File: src/rtl/wtc_pkg.sv
package wtc_pkg;

  typedef enum logic [2:0] {
    ST_IDLE  = 3'd0,
    ST_LOOK  = 3'd1,
    ST_RESP  = 3'd2,
    ST_FILL  = 3'd3,
    ST_STORE = 3'd4
  } wtc_state_t;

endpackage

File: src/rtl/wtc_tags.sv
module wtc_tags #(
  parameter int LINES = 2,
  parameter int TAG_W = 4,
  parameter int WAY_W = 1
) (
  input  logic             clk,
  input  logic             rst,
  input  logic [TAG_W-1:0] look_tag,
  input  logic             alloc_en,
  input  logic [WAY_W-1:0] alloc_way,
  input  logic [TAG_W-1:0] alloc_tag,
  output logic             hit,
  output logic [WAY_W-1:0] hit_way,
  output logic             free_any,
  output logic [WAY_W-1:0] free_way
);

  logic [LINES-1:0] valid_q;
  logic [TAG_W-1:0] tag_q [LINES];
  logic [LINES-1:0] match;

  genvar g;
  generate
    for (g = 0; g < LINES; g++) begin : g_line
      assign match[g] = valid_q[g] && (tag_q[g] == look_tag);

      always_ff @(posedge clk) begin
        if (rst) begin
          valid_q[g] <= 1'b0;
          tag_q[g]   <= '0;
        end else if (alloc_en && (alloc_way == WAY_W'(g))) begin
          valid_q[g] <= 1'b1;
          tag_q[g]   <= alloc_tag;
        end
      end

      for (genvar h = g + 1; h < LINES; h++) begin : g_pair
        // one tag never lives in two lines
        a_r2_unique_tag: assert property (@(posedge clk) disable iff (rst)
          !(valid_q[g] && valid_q[h] && (tag_q[g] == tag_q[h])));
      end
    end
  endgenerate

  always_comb begin
    hit      = |match;
    hit_way  = '0;
    free_any = ~&valid_q;
    free_way = '0;
    for (int i = LINES - 1; i >= 0; i--) begin
      if (match[i])    hit_way  = WAY_W'(i);
      if (!valid_q[i]) free_way = WAY_W'(i);
    end
  end

  // a lookup matches at most one line
  a_r2_single_match: assert property (@(posedge clk) disable iff (rst)
    $onehot0(match));

endmodule

File: src/rtl/wtc_lru.sv
module wtc_lru #(
  parameter int LINES = 2,
  parameter int WAY_W = 1
) (
  input  logic             clk,
  input  logic             rst,
  input  logic             touch_en,
  input  logic [WAY_W-1:0] touch_way,
  output logic [WAY_W-1:0] oldest_way
);

  logic [WAY_W-1:0] age_q [LINES];
  logic [LINES-1:0] is_oldest;

  genvar g;
  generate
    for (g = 0; g < LINES; g++) begin : g_age
      assign is_oldest[g] = (age_q[g] == WAY_W'(LINES - 1));

      always_ff @(posedge clk) begin
        if (rst) begin
          age_q[g] <= WAY_W'(LINES - 1 - g);
        end else if (touch_en) begin
          if (touch_way == WAY_W'(g))
            age_q[g] <= '0;
          else if (age_q[g] < age_q[touch_way])
            age_q[g] <= age_q[g] + 1'b1;
        end
      end
    end
  endgenerate

  always_comb begin
    oldest_way = '0;
    for (int i = LINES - 1; i >= 0; i--)
      if (is_oldest[i]) oldest_way = WAY_W'(i);
  end

  // the ages stay a permutation, so exactly one line is the oldest
  a_r8_one_oldest: assert property (@(posedge clk) disable iff (rst)
    $countones(is_oldest) == 1);

  // a touched line is never the replacement choice next cycle
  a_r8_touched_young: assert property (@(posedge clk) disable iff (rst)
    (touch_en && LINES > 1) |=> (oldest_way != $past(touch_way)));

endmodule

File: src/rtl/wtc_data.sv
module wtc_data #(
  parameter int LINES       = 2,
  parameter int BLOCK_BYTES = 2,
  parameter int DATA_W      = 8,
  parameter int WAY_W       = 1
) (
  input  logic                          clk,
  input  logic [WAY_W-1:0]              wr_way,
  input  logic [BLOCK_BYTES-1:0]        wr_lane_en,
  input  logic [BLOCK_BYTES*DATA_W-1:0] wr_data,
  input  logic [WAY_W-1:0]              rd_way,
  output logic [BLOCK_BYTES*DATA_W-1:0] rd_data
);

  genvar g;
  generate
    for (g = 0; g < BLOCK_BYTES; g++) begin : g_lane
      logic [DATA_W-1:0] ram [LINES];
      logic [DATA_W-1:0] rd_q;

      always_ff @(posedge clk) begin
        if (wr_lane_en[g])
          ram[wr_way] <= wr_data[g*DATA_W +: DATA_W];
        rd_q <= ram[rd_way];
      end

      assign rd_data[g*DATA_W +: DATA_W] = rd_q;
    end
  endgenerate

endmodule

File: src/rtl/wtc_cache.sv
module wtc_cache #(
  parameter int ADDR_W      = 5,
  parameter int BLOCK_BYTES = 2,
  parameter int LINES       = 2,
  parameter int DATA_W      = 8,
  parameter int CNT_W       = 16
) (
  input  logic                          clk,
  input  logic                          rst,
  input  logic                          cpu_rd,
  input  logic                          cpu_wr,
  input  logic [ADDR_W-1:0]             cpu_addr,
  input  logic [DATA_W-1:0]             cpu_wdata,
  output logic [DATA_W-1:0]             cpu_rdata,
  output logic                          cpu_ready,
  output logic                          mem_rd_req,
  output logic                          mem_wr_req,
  output logic [ADDR_W-1:0]             mem_addr,
  output logic [DATA_W-1:0]             mem_wdata,
  input  logic [BLOCK_BYTES*DATA_W-1:0] mem_rdata,
  input  logic                          mem_ack,
  output logic [CNT_W-1:0]              hit_count,
  output logic [CNT_W-1:0]              miss_count
);
  import wtc_pkg::*;

  localparam int OFFS_W = (BLOCK_BYTES > 1) ? $clog2(BLOCK_BYTES) : 1;
  localparam int TAG_W  = ADDR_W - OFFS_W;
  localparam int WAY_W  = (LINES > 1) ? $clog2(LINES) : 1;
  localparam int BLK_W  = BLOCK_BYTES * DATA_W;

  wtc_state_t        state_q;
  logic [ADDR_W-1:0] req_addr_q;
  logic              req_wr_q;
  logic [DATA_W-1:0] req_data_q;
  logic [WAY_W-1:0]  fill_way_q;

  logic [TAG_W-1:0]  look_tag;
  logic [OFFS_W-1:0] offs;
  logic              hit, free_any;
  logic [WAY_W-1:0]  hit_way, free_way, oldest_way, victim;
  logic              fill_done;

  logic [WAY_W-1:0]       d_wr_way;
  logic [BLOCK_BYTES-1:0] d_lane_en;
  logic [BLK_W-1:0]       d_wr_data;
  logic [BLK_W-1:0]       d_rd_data;
  logic [BLK_W-1:0]       fill_line;
  logic                   touch_en;
  logic [WAY_W-1:0]       touch_way;

  assign look_tag  = req_addr_q[ADDR_W-1:OFFS_W];
  assign offs      = req_addr_q[OFFS_W-1:0];
  assign victim    = free_any ? free_way : oldest_way;
  assign fill_done = (state_q == ST_FILL) && mem_ack;

  wtc_tags #(.LINES(LINES), .TAG_W(TAG_W), .WAY_W(WAY_W)) u_tags (
    .clk       (clk),
    .rst       (rst),
    .look_tag  (look_tag),
    .alloc_en  (fill_done),
    .alloc_way (fill_way_q),
    .alloc_tag (look_tag),
    .hit       (hit),
    .hit_way   (hit_way),
    .free_any  (free_any),
    .free_way  (free_way)
  );

  assign touch_en  = ((state_q == ST_LOOK) && hit) || fill_done;
  assign touch_way = (state_q == ST_LOOK) ? hit_way : fill_way_q;

  wtc_lru #(.LINES(LINES), .WAY_W(WAY_W)) u_lru (
    .clk        (clk),
    .rst        (rst),
    .touch_en   (touch_en),
    .touch_way  (touch_way),
    .oldest_way (oldest_way)
  );

  // Fill line with the pending store byte merged in
  always_comb begin
    fill_line = mem_rdata;
    if (req_wr_q)
      fill_line[offs*DATA_W +: DATA_W] = req_data_q;
  end

  always_comb begin
    d_wr_way  = hit_way;
    d_lane_en = '0;
    d_wr_data = {BLOCK_BYTES{req_data_q}};
    if (fill_done) begin
      d_wr_way  = fill_way_q;
      d_lane_en = '1;
      d_wr_data = fill_line;
    end else if ((state_q == ST_LOOK) && hit && req_wr_q) begin
      d_lane_en = BLOCK_BYTES'(1) << offs;
    end
  end

  wtc_data #(.LINES(LINES), .BLOCK_BYTES(BLOCK_BYTES), .DATA_W(DATA_W),
             .WAY_W(WAY_W)) u_data (
    .clk        (clk),
    .wr_way     (d_wr_way),
    .wr_lane_en (d_lane_en),
    .wr_data    (d_wr_data),
    .rd_way     (hit_way),
    .rd_data    (d_rd_data)
  );

  always_ff @(posedge clk) begin
    if (rst) begin
      state_q    <= ST_IDLE;
      req_addr_q <= '0;
      req_wr_q   <= 1'b0;
      req_data_q <= '0;
      fill_way_q <= '0;
      cpu_rdata  <= '0;
      cpu_ready  <= 1'b0;
      mem_rd_req <= 1'b0;
      mem_wr_req <= 1'b0;
      mem_addr   <= '0;
      mem_wdata  <= '0;
      hit_count  <= '0;
      miss_count <= '0;
    end else begin
      cpu_ready <= 1'b0;
      unique case (state_q)
        ST_IDLE: begin
          if (cpu_rd || cpu_wr) begin
            req_addr_q <= cpu_addr;
            req_wr_q   <= cpu_wr;
            req_data_q <= cpu_wdata;
            state_q    <= ST_LOOK;
          end
        end
        ST_LOOK: begin
          if (hit) begin
            hit_count <= hit_count + 1'b1;
            if (req_wr_q) begin
              mem_wr_req <= 1'b1;
              mem_addr   <= req_addr_q;
              mem_wdata  <= req_data_q;
              state_q    <= ST_STORE;
            end else begin
              state_q <= ST_RESP;
            end
          end else begin
            miss_count <= miss_count + 1'b1;
            fill_way_q <= victim;
            mem_rd_req <= 1'b1;
            mem_addr   <= {look_tag, {OFFS_W{1'b0}}};
            state_q    <= ST_FILL;
          end
        end
        ST_RESP: begin
          cpu_rdata <= d_rd_data[offs*DATA_W +: DATA_W];
          cpu_ready <= 1'b1;
          state_q   <= ST_IDLE;
        end
        ST_FILL: begin
          if (mem_ack) begin
            mem_rd_req <= 1'b0;
            if (req_wr_q) begin
              mem_wr_req <= 1'b1;
              mem_addr   <= req_addr_q;
              mem_wdata  <= req_data_q;
              state_q    <= ST_STORE;
            end else begin
              cpu_rdata <= mem_rdata[offs*DATA_W +: DATA_W];
              cpu_ready <= 1'b1;
              state_q   <= ST_IDLE;
            end
          end
        end
        ST_STORE: begin
          if (mem_ack) begin
            mem_wr_req <= 1'b0;
            cpu_ready  <= 1'b1;
            state_q    <= ST_IDLE;
          end
        end
        default: state_q <= ST_IDLE;
      endcase
    end
  end

  // ready lasts exactly one cycle
  a_r10_ready_pulse: assert property (@(posedge clk) disable iff (rst)
    cpu_ready |=> !cpu_ready);

  // no completion while memory still owes an answer
  a_r10_ready_idle_mem: assert property (@(posedge clk) disable iff (rst)
    cpu_ready |-> (!mem_rd_req && !mem_wr_req));

  // never a read and a write together
  a_r12_exclusive: assert property (@(posedge clk) disable iff (rst)
    !(mem_rd_req && mem_wr_req));

  // a read request holds with a stable address until acknowledged
  a_r12_rd_hold: assert property (@(posedge clk) disable iff (rst)
    (mem_rd_req && !mem_ack) |=> (mem_rd_req && $stable(mem_addr)));

  // a write request holds address and data until acknowledged
  a_r12_wr_hold: assert property (@(posedge clk) disable iff (rst)
    (mem_wr_req && !mem_ack) |=> (mem_wr_req && $stable(mem_addr) && $stable(mem_wdata)));

  // block reads are block aligned
  a_r4_aligned: assert property (@(posedge clk) disable iff (rst)
    mem_rd_req |-> (mem_addr[OFFS_W-1:0] == '0));

  // hit and miss never both advance in one cycle
  a_r9_one_count: assert property (@(posedge clk) disable iff (rst)
    !((hit_count != $past(hit_count)) && (miss_count != $past(miss_count))));

  // a counter moves by exactly one
  a_r9_hit_step: assert property (@(posedge clk) disable iff (rst)
    (hit_count != $past(hit_count)) |-> (hit_count == $past(hit_count) + 1'b1));

endmodule

File: config.mk
export PLATFORM = sky130hd
export DESIGN_NAME = wtc_cache
export DESIGN_NICKNAME = d
export VERILOG_FILES = /design/src/rtl/wtc_pkg.sv /design/src/rtl/wtc_tags.sv /design/src/rtl/wtc_lru.sv /design/src/rtl/wtc_data.sv /design/src/rtl/wtc_cache.sv
export SDC_FILE = /design/constraint.sdc
export NUM_CORES = 1
export LEC_CHECK = 0
export CAP_MARGIN = 20
export CORE_UTILIZATION = 48
export DETAILED_ROUTE_END_ITERATION = 8
export DONT_BUFFER_PORTS = 1
export HOLD_SLACK_MARGIN = 0.15
export PLACE_DENSITY_LB_ADDON = 0.3
export SLEW_MARGIN = 10
export SYNTH_ARGS = -nofsm -noshare
export SYNTH_HDL_FRONTEND = slang
export SYNTH_SLANG_ARGS = --single-unit
File: constraint.sdc
create_clock -name clk -period 2.35 [get_ports clk]
set_clock_uncertainty 0.15 [all_clocks]
set_input_delay 0.235 -clock clk [delete_from_list [all_inputs] [get_ports clk]]
set_output_delay 0.235 -clock clk [all_outputs]
set_load 0.01 [all_outputs]
==> metrics.md, run 1 <==
| Metric | Value |
|---|---|
| Outcome | finished clean |
| Worst-skew pair later-pin latency | 420 ps |
| Total DRC errors in the routed layout | 0 |
| Peak supply drop | between 0.5 and 0.6 mV |
| Kind of start point of the critical path | flop |
| R2R Setup Slk | 150 ps |
| Min-Delay Startpoint | cpu_rd |
| Number of antenna cells inserted | 0 |
| Dpl ws | approximately 95 ps |
| Clk root buf | clkbuf_16 |
| Non-filler cells, final | 794 |
| Worst slew slack as a fraction of its limit | a little over half |
| Syn Inst Count | 569 |
| Violation count after the first detailed-route iteration | 291 |
| Number of detailed-route iterations in the first pass | 5 |
| H-tree depth | 4 |
| Hold depth | 3 |
| Routed len/inst | about 18 um |
| Area taken by flip-flops and latches | around 3100 um2 |
| Vias per std cell | between 5 and 6 |
| Synthesis-to-finish area growth | 20.5% |
| Initial antenna violation count | 0 |
| Max-cap viol count | 0 |
| Clk sink count | 134 |
| Fraction of registers with async set/reset | 0% |
| Total length of routed wires | around 14000 um |
| Hold Slack | about 230 ps |
| Via total after detailed routing | around 4500 |
| Data arrival time of the critical path | 2350 ps |
| Final HPWL from detailed placement | 9540 um |
| Pleak | 0.00264 uW |
| Post-route minimum period | 2200 ps |
| Slowest stage cell on the critical path | dfxtp_1 |
| Cells along the critical path | xor2_1 > nor3_2 > nand3_2 > buf_4 > a211oi_1 > mux2_2 |
| Highest clock rate | 0.454 GHz |
| Count of final setup violators | 0 |
| Largest stage delay, worst path | between 300 and 400 ps |
| Top cells by area in the synthesized netlist | dfxtp_1 (30%), edfxtp_1 (21%), mux2_2 (8.4%), nand2_1 (4.5%), mux2i_1 (4.0%) |
| Startpoint of the worst-slack reg-to-reg timing path | req_addr_q[1] |
| End of the worst register-to-register path | hit_count[7] |
| Cell type with the largest total area after synthesis | dfxtp_1 |
| Number of nets in the synthesized netlist | 605 |
| Destination of the worst hold path | req_addr_q[3] |
| Flop and latch count out of synthesis | 134 |
| Total gr overflow | 0 |
| Fraction of layout instances using a drive strength above 1 | 21.1% |
| Initial core utilization | about half |
| Synthesis warning total | 0 |
| Placeable core region | approximately 12000 um2 |
| TritonCTS clock tree | yes |
| Maximum number of pins on one net before global-route repair | 90 |
| Part of the Yosys area used for sequential elements | 51.2% |
| Antenna Violating Nets Remaining | 0 |
| Leading cell types by count after synthesis | dfxtp_1 (92), nand2_1 (73), mux2_2 (45) |
| Row cnt | 40 |
| Worst hold path class | in2reg |
| Multi-input logic area | 2760 um2 |
| First-pass GRT wire length | 22600 um |
| Setup repair after global routing missed its margin | false |
| Main flop type after synthesis | dfxtp_1 |
| I/O pin count | 90 |
| Cell area reported after detailed placement | 6330 um2 |
| Total power divided by cell area | 765 nW/um2 |
| DP Cell Count | about 730 |
| Horiz. Die Dim | 114 um |
| Final Hold Vio Count | 0 |
| Fraction of synthesized cell area taken by the top area cell type | 30.4% |
| Final worst path period share | 93.7% |
| Post-synth EDFFs | 42 |
| Die area | 13100 um2 |
| Worst Path Required | 2500 ps |
| Most frequent cell after synthesis | dfxtp_1 |
| Die H | 114 um |
| Type of the worst setup path | reg2reg |
| Count of different cell masters after synthesis | 60 |
| Cell area after synthesis | 6060 um2 |
| Crit path max fanout | 16 |
| Worst-case reg-to-reg path depth | 6 |
| Syn avg cell area | 10.6 um2 |
| Transition time of the tightest slew-check pin | 698 ps |
| Worst Setup Slack, final | about 150 ps |
| Number of global-route vias before repair | around 4500 |
| Routability cong. | 0.776 |
| Final Cell Area | 7300 um2 |
| Port bufs | 0 |
| Filler instances | 965 |
| Post-CTS clock slew at the launch and capture registers of the worst setup and hold paths | 60 ps |
| Total global routing track utilization | 22.8% |
| Clock buffer depth | 2 |
| Inserted Clock Buffers | 17 |
| Number of nets in the finished design | 649 |
| Number of max-slew violations in the final report | 0 |
| Crit path capture type | flop |
==> flip-flops by register name, summed over array words and instances (netlist names) <==
register            count
cpu_rdata               8
cpu_ready               1
fill_way_q              1
hit_count              16
mem_addr                5
mem_rd_req              1
mem_wdata               8
mem_wr_req              1
miss_count             16
req_addr_q              5
req_data_q              8
req_wr_q                1
state_q                 3
u_data.g_lane.ram      32
u_data.g_lane.rd_q     16
u_lru.age_q             2
u_tags.tag_q            8
u_tags.valid_q          2
==> worst max path at each step <==
stage / from / end
floorplan: u_tags.tag_q[1][0] / u_data.g_lane[1].ram[1][0]
global placement: req_addr_q[4] / hit_count[9]
detailed placement: state_q[0] / u_data.g_lane[1].ram[0][5]
CTS: state_q[0] / u_data.g_lane[1].ram[1][5]
global route: req_addr_q[1] / mem_addr[2]
finish: req_addr_q[1] / hit_count[7]
==> report_power, final <==
| group | switching (uW) | leakage (uW) | internal, uW |
|---|---|---|---|
| logic | 210 | 0.00120 | 177 |
| registers | 67.7 | 0.00115 | 2450 |
| clock network | 1010 | 0.000293 | 1670 |
==> per-stage QoR <==
step | total power (uW) | TNS [ps] | util, %
after detailed placement | 2870 | 0 | 52.0
after CTS | 5610 | 0 | 60.0
after global routing | 5750 | 0 | 60.0
after floorplan | 2800 | -3100 | -
after global placement | 2850 | 0 | 52.0
final | 5580 | 0 | 60.0
==> kinds of logic after synthesis <==
logic type                 share of synthesized area [%]
xor gates and xnor gates                            1.16
and+or+nand+nor                                     18.4
DFF                                                 51.2
muxes                                               16.6
buffers and inverters                               3.20
AOI/OAI and AO/OA                                   9.03
adders and majority gates                          0.413
==> timing repair <==
action | CTS | global route
hold buffers | 35 | 0
gates resized for setup | 0 | 1
endpoints found under the hold margin | 106 | 0
setup buffers | 0 | 0
setup endpoints to repair | 0 | 49
==> critical path, delay by kind of cell (launching register included) <==
family                 cells  cell delay, ps
flip-flops                 1             370
multiplexers               1             360
buffers and inverters      1             270
AND/OR/NAND/NOR            2             440
XOR/XNOR                   1             190
AO/OA/AOI/OAI              1             290
==> cell type report <==
cell class                 instances  area share (%)
clock buffer                      17            5.83
multi-input combinational        393            37.8
tap                              168            2.88
inverter                           6           0.308
sequential                       134            42.5
timing repair buffer              61            8.23
clock inverter                    15            2.42
==> routing by layer <==
layer	vias to the layer above	global-route usage (%)	share of wire [%]
li1	2152	-	-
met1	2185	28.7	44
met2	162	36.5	47
met3	23	6.88	6.9
met4	0	9.52	1.7
met5	-	0	0
==> cells in the final DEF, fill, tap and decap left out, types with 5 or more instances in the layout <==
cell and instances:
nand3_1 16, nor2_1 42, xor2_1 5, nand4_1 16
dfxtp_1 92, a21oi_1 36, nor3_1 5, nor2b_1 20
and2_1 8, o31ai_1 15, dlygate4sd3_1 34, mux2i_1 24
o21ai_0 6, mux4_2 8, or4_1 5, clkbuf_16 17
buf_4 23, nand2_1 73, mux2_2 45, or2_2 7
mux2_1 7, edfxtp_1 42
Power figures use the tool's default switching activity.
==> run 2: changes to the inputs <==
--- a/config.mk
+++ b/config.mk
@@ -14,4 +14,5 @@
 export SLEW_MARGIN = 10
 export SYNTH_ARGS = -nofsm -noshare
 export SYNTH_HDL_FRONTEND = slang
+export SYNTH_HIERARCHICAL = 1
 export SYNTH_SLANG_ARGS = --single-unit
==> run 2 against run 1 <==
  * The flow now finishes with violations (DRC, hold timing, setup timing)
  * First-iteration DRC count decreased by 6.9%
  * Worst hold slack worse by 490 ps
  * Sequential power about the same
  * Die area decreased by 4.7%
  * Count of clock-buffer cells in the layout is 3 higher
  * Cell count fell by 5.5%
  * Routed wire length shrank 2.1%
  * Combinational power up 5%
  * Largest power group unchanged
==> metrics.md, run 2 <==
| Metric | Value |
|---|---|
| Outcome | complete, but fails checks (was finished clean) |
| Violated checks | DRC, hold timing, setup timing |
| Number of detailed-route iterations in the first pass | 7 (was 5) |
| Number of max-slew violations in the final report | 0 (unchanged) |
| Post-CTS clock slew at the launch and capture registers of the worst setup and hold paths | 60 ps (about the same) |
| Count of final setup violators | 11 (was 0) |
| DP Cell Count | 678 (was 727) |
| Main flop type after synthesis | dfxtp_1 (unchanged) |
| Post-synth EDFFs | 42 (unchanged) |
| Fraction of registers with async set/reset | 0% (unchanged) |
| Fraction of synthesized cell area taken by the top area cell type | 31.9% (was 30.4%) |
| Routability cong. | 0.812 (was 0.776) |
| Flip-flop count of the largest register after layout | 32 (unchanged) |
| Total gr overflow | 0 (unchanged) |
| Top library cells by usage in the layout, fill and taps aside | dfxtp_1 (89), nor2_1 (50), edfxtp_1 (42) (was dfxtp_1 (92), nand2_1 (73), mux2_2 (45)) |
| Final Hold Vio Count | 58 (was 0) |
| Flop and latch count out of synthesis | 134 (unchanged) |
| Worst hold path class | in2reg (unchanged) |
| Slowest stage cell on the critical path | edfxtp_1 (was dfxtp_1) |
| Hold Slack | -260 ps (was 226 ps) |
| Setup repair after global routing missed its margin | true (was false) |
| Total global routing track utilization | 22.6% (was 22.8%) |
| Total DRC errors in the routed layout | 14 (was 0) |
| Clock buffer depth | 2 (unchanged) |
| Non-filler cells, final | 750 (was 794) |
| Syn avg cell area | 11.1 um2 (was 10.6 um2) |
| Pleak | 0.00292 uW (was 0.00264 uW) |
| Post-Route Utilization | 64.5% (was 60.0%) |
| TritonCTS clock tree | yes (unchanged) |
| Total power divided by cell area | 739 nW/um2 (was 765 nW/um2) |
| Horiz. Die Dim | 112 um (was 114 um) |
| Overall power after layout | 5510 uW (was 5580 uW) |
| Most flop-heavy register | u_data/g_lane.ram (was u_data.g_lane.ram) |
| Worst slew slack as a fraction of its limit | 41.0% (was 53.1%) |
| Inserted Clock Buffers | 17 (unchanged) |
| Via total after detailed routing | 4302 (was 4522) |
| Type of the worst setup path | reg2reg (unchanged) |
| Final HPWL from detailed placement | 9060 um (was 9540 um) |
| Worst Setup Slack, final | -42.4 ps (was 149 ps) |
| Row cnt | 39 (was 40) |
| Post-route minimum period | 2390 ps (was 2200 ps) |
| Total length of routed wires | 13800 um (was 14100 um) |
| Syn Inst Count | 519 (was 569) |
| Violation count after the first detailed-route iteration | 271 (was 291) |
| Maximum number of pins on one net before global-route repair | 81 (was 90) |
| Cells along the critical path | or2b_1 > o2111ai_1 > nand3b_1 > o41ai_4 > buf_12 > nor4b_4 > nand4_1 > or3_1 > a21oi_1 (was xor2_1 > nor3_2 > nand3_2 > buf_4 > a211oi_1 > mux2_2) |
| Leading cell types by count after synthesis | dfxtp_1 (92), nor2_1 (52), edfxtp_1 (42) (was dfxtp_1 (92), nand2_1 (73), mux2_2 (45)) |
| Final worst path period share | 102% (was 93.7%) |
| Most common library cell in the layout ignoring fill and taps | dfxtp_1 (unchanged) |
| Cell type with the largest total area after synthesis | dfxtp_1 (unchanged) |
| Part of the Yosys area used for sequential elements | 53.8% (was 51.2%) |
| Cell area after synthesis | 5770 um2 (was 6060 um2) |
| Number of nets in the synthesized netlist | 555 (was 605) |
| I/O pin count | 90 (unchanged) |
| Clk sink count | 134 (unchanged) |
| Worst Path Required | 2550 ps (was 2500 ps) |
| Initial core utilization | 49.9% (was 49.8%) |
| Crit path max fanout | 5 (was 16) |
| Dpl ws | -108 ps (was 94.5 ps) |
| Fraction of layout instances using a drive strength above 1 | 28.3% (was 21.1%) |
| Number of antenna cells inserted | 0 (unchanged) |
| Largest stage delay, worst path | 390 ps (was 370 ps) |
| Placeable core region | 11600 um2 (was 12200 um2) |
| H-tree depth | 4 (unchanged) |
| Max-cap viol count | 0 (unchanged) |
| Synthesis-to-finish area growth | 29.2% (was 20.5%) |
| Hold_buf cts | 33 (was 35) |
| Initial antenna violation count | 0 (unchanged) |
| Clk root buf | clkbuf_16 (unchanged) |
| Routed len/inst | 18.4 um (was 17.8 um) |
| Highest clock rate | 0.418 GHz (was 0.454 GHz) |
| Vias per std cell | 5.74 (was 5.70) |
| Synthesis warning total | 6 (was 0) |
| Antenna Violating Nets Remaining | 0 (unchanged) |
| Top cells by area in the synthesized netlist | dfxtp_1 (32%), edfxtp_1 (22%), mux2_2 (4.7%), a21oi_1 (3.6%), nor2_1 (3.4%) (was dfxtp_1 (30%), edfxtp_1 (21%), mux2_2 (8.4%), nand2_1 (4.5%), mux2i_1 (4.0%)) |
| Transition time of the tightest slew-check pin | 885 ps (was 698 ps) |
| Number of nets in the finished design | 630 (was 649) |
| Die H | 112 um (was 114 um) |
| Most frequent cell after synthesis | dfxtp_1 (unchanged) |
| First-pass GRT wire length | 21600 um (was 22600 um) |
| Crit path capture type | flop (unchanged) |
| Kind of start point of the critical path | flop (unchanged) |
| Worst-skew pair later-pin latency | 420 ps (about the same) |
| Die area | 12500 um2 (was 13100 um2) |
| Peak supply drop | 0.402 mV (was 0.595 mV) |
| Number of global-route vias before repair | 4302 (was 4469) |
| Data arrival time of the critical path | 2590 ps (was 2350 ps) |
| Port bufs | 0 (unchanged) |
| Count of different cell masters after synthesis | 65 (was 60) |
==> run 2: changes by cell type after synthesis, moves of 13 or more <==
cell / before / now
mux2_2: 45 / 24
nand2b_1: 2 / 15
mux2i_1: 24 / 10
nor2b_1: 21 / 6
o31ai_1: 15 / 2
nand2_1: 73 / 41
==> run 2: metrics by stage <==
step	cell area [um2]	setup TNS, ps
floorplan	5830	-98.8
global placement	6170	-68.9
detailed placement	6170	-1320
CTS	7170	-141
global route	7450	-8920
finish	7450	-168
==> run 2: what timing repair did <==
action | 4_1_cts | 5_1_grt
endpoints found under the setup margin | 48 | 85
pin swaps | 11 | 29
setup buffers | 2 | 5
hold endpoints to repair | 128 | 68
gates resized for setup | 16 | 56
==> run 2: kinds of logic after synthesis <==
kind of cell / count (synthesis) / synth area share, %
AO/OA/AOI/OAI: 86 / 9.24
buffers and inverters: 33 / 3.27
AND/OR/NAND/NOR: 190 / 17.8
flip-flops: 134 / 53.8
multiplexers: 52 / 12.1
adder cells (fa/ha/maj): 2 / 0.434
XOR/XNOR: 22 / 3.34
==> run 2: cell type report <==
cell class	count	area (um2)
multi-input combinational	352	2780
sequential	134	3110
clock inverter	12	128
clock buffer	20	457
inverter	11	41.3
fill	883	4110
timing repair buffer	78	768
tap	143	179
==> run 2: worst max-delay path, delay by kind of cell, from the launching register on <==
family	cells	cell delay, ps
buffers and inverters	1	150
flip-flops	1	390
AO/OA/AOI/OAI	3	350
AND/OR/NAND/NOR	5	1270
==> run 2: path summary, 6_finish.rpt <==
kind              cells after the start  slack [ps]                  endpoint                  startpoint
hold / removal                        1        -260               mem_addr[2]                         rst
hold reg to reg                       1         320  u_data/g_lane[0].rd_q[5]  u_data/g_lane[0].ram[1][5]
setup / recovery                      9         -40            miss_count[14]          u_tags/tag_q[1][0]
setup reg to reg                      9         -40            miss_count[14]          u_tags/tag_q[1][0]
==> run 2: where the power goes <==
part	total [uW]	leakage (uW)	internal, uW	switching, uW
Combinational	406	0.00149	206	200
Clock	2600	0.000286	1610	984
Sequential	2510	0.00115	2450	59.7
==> run 2: routing by layer <==
metal,global-route usage [%],wire [um]
met5,0,0
met1,26.1,5770
met4,9.64,311
met2,38.2,6810
met3,7.57,909
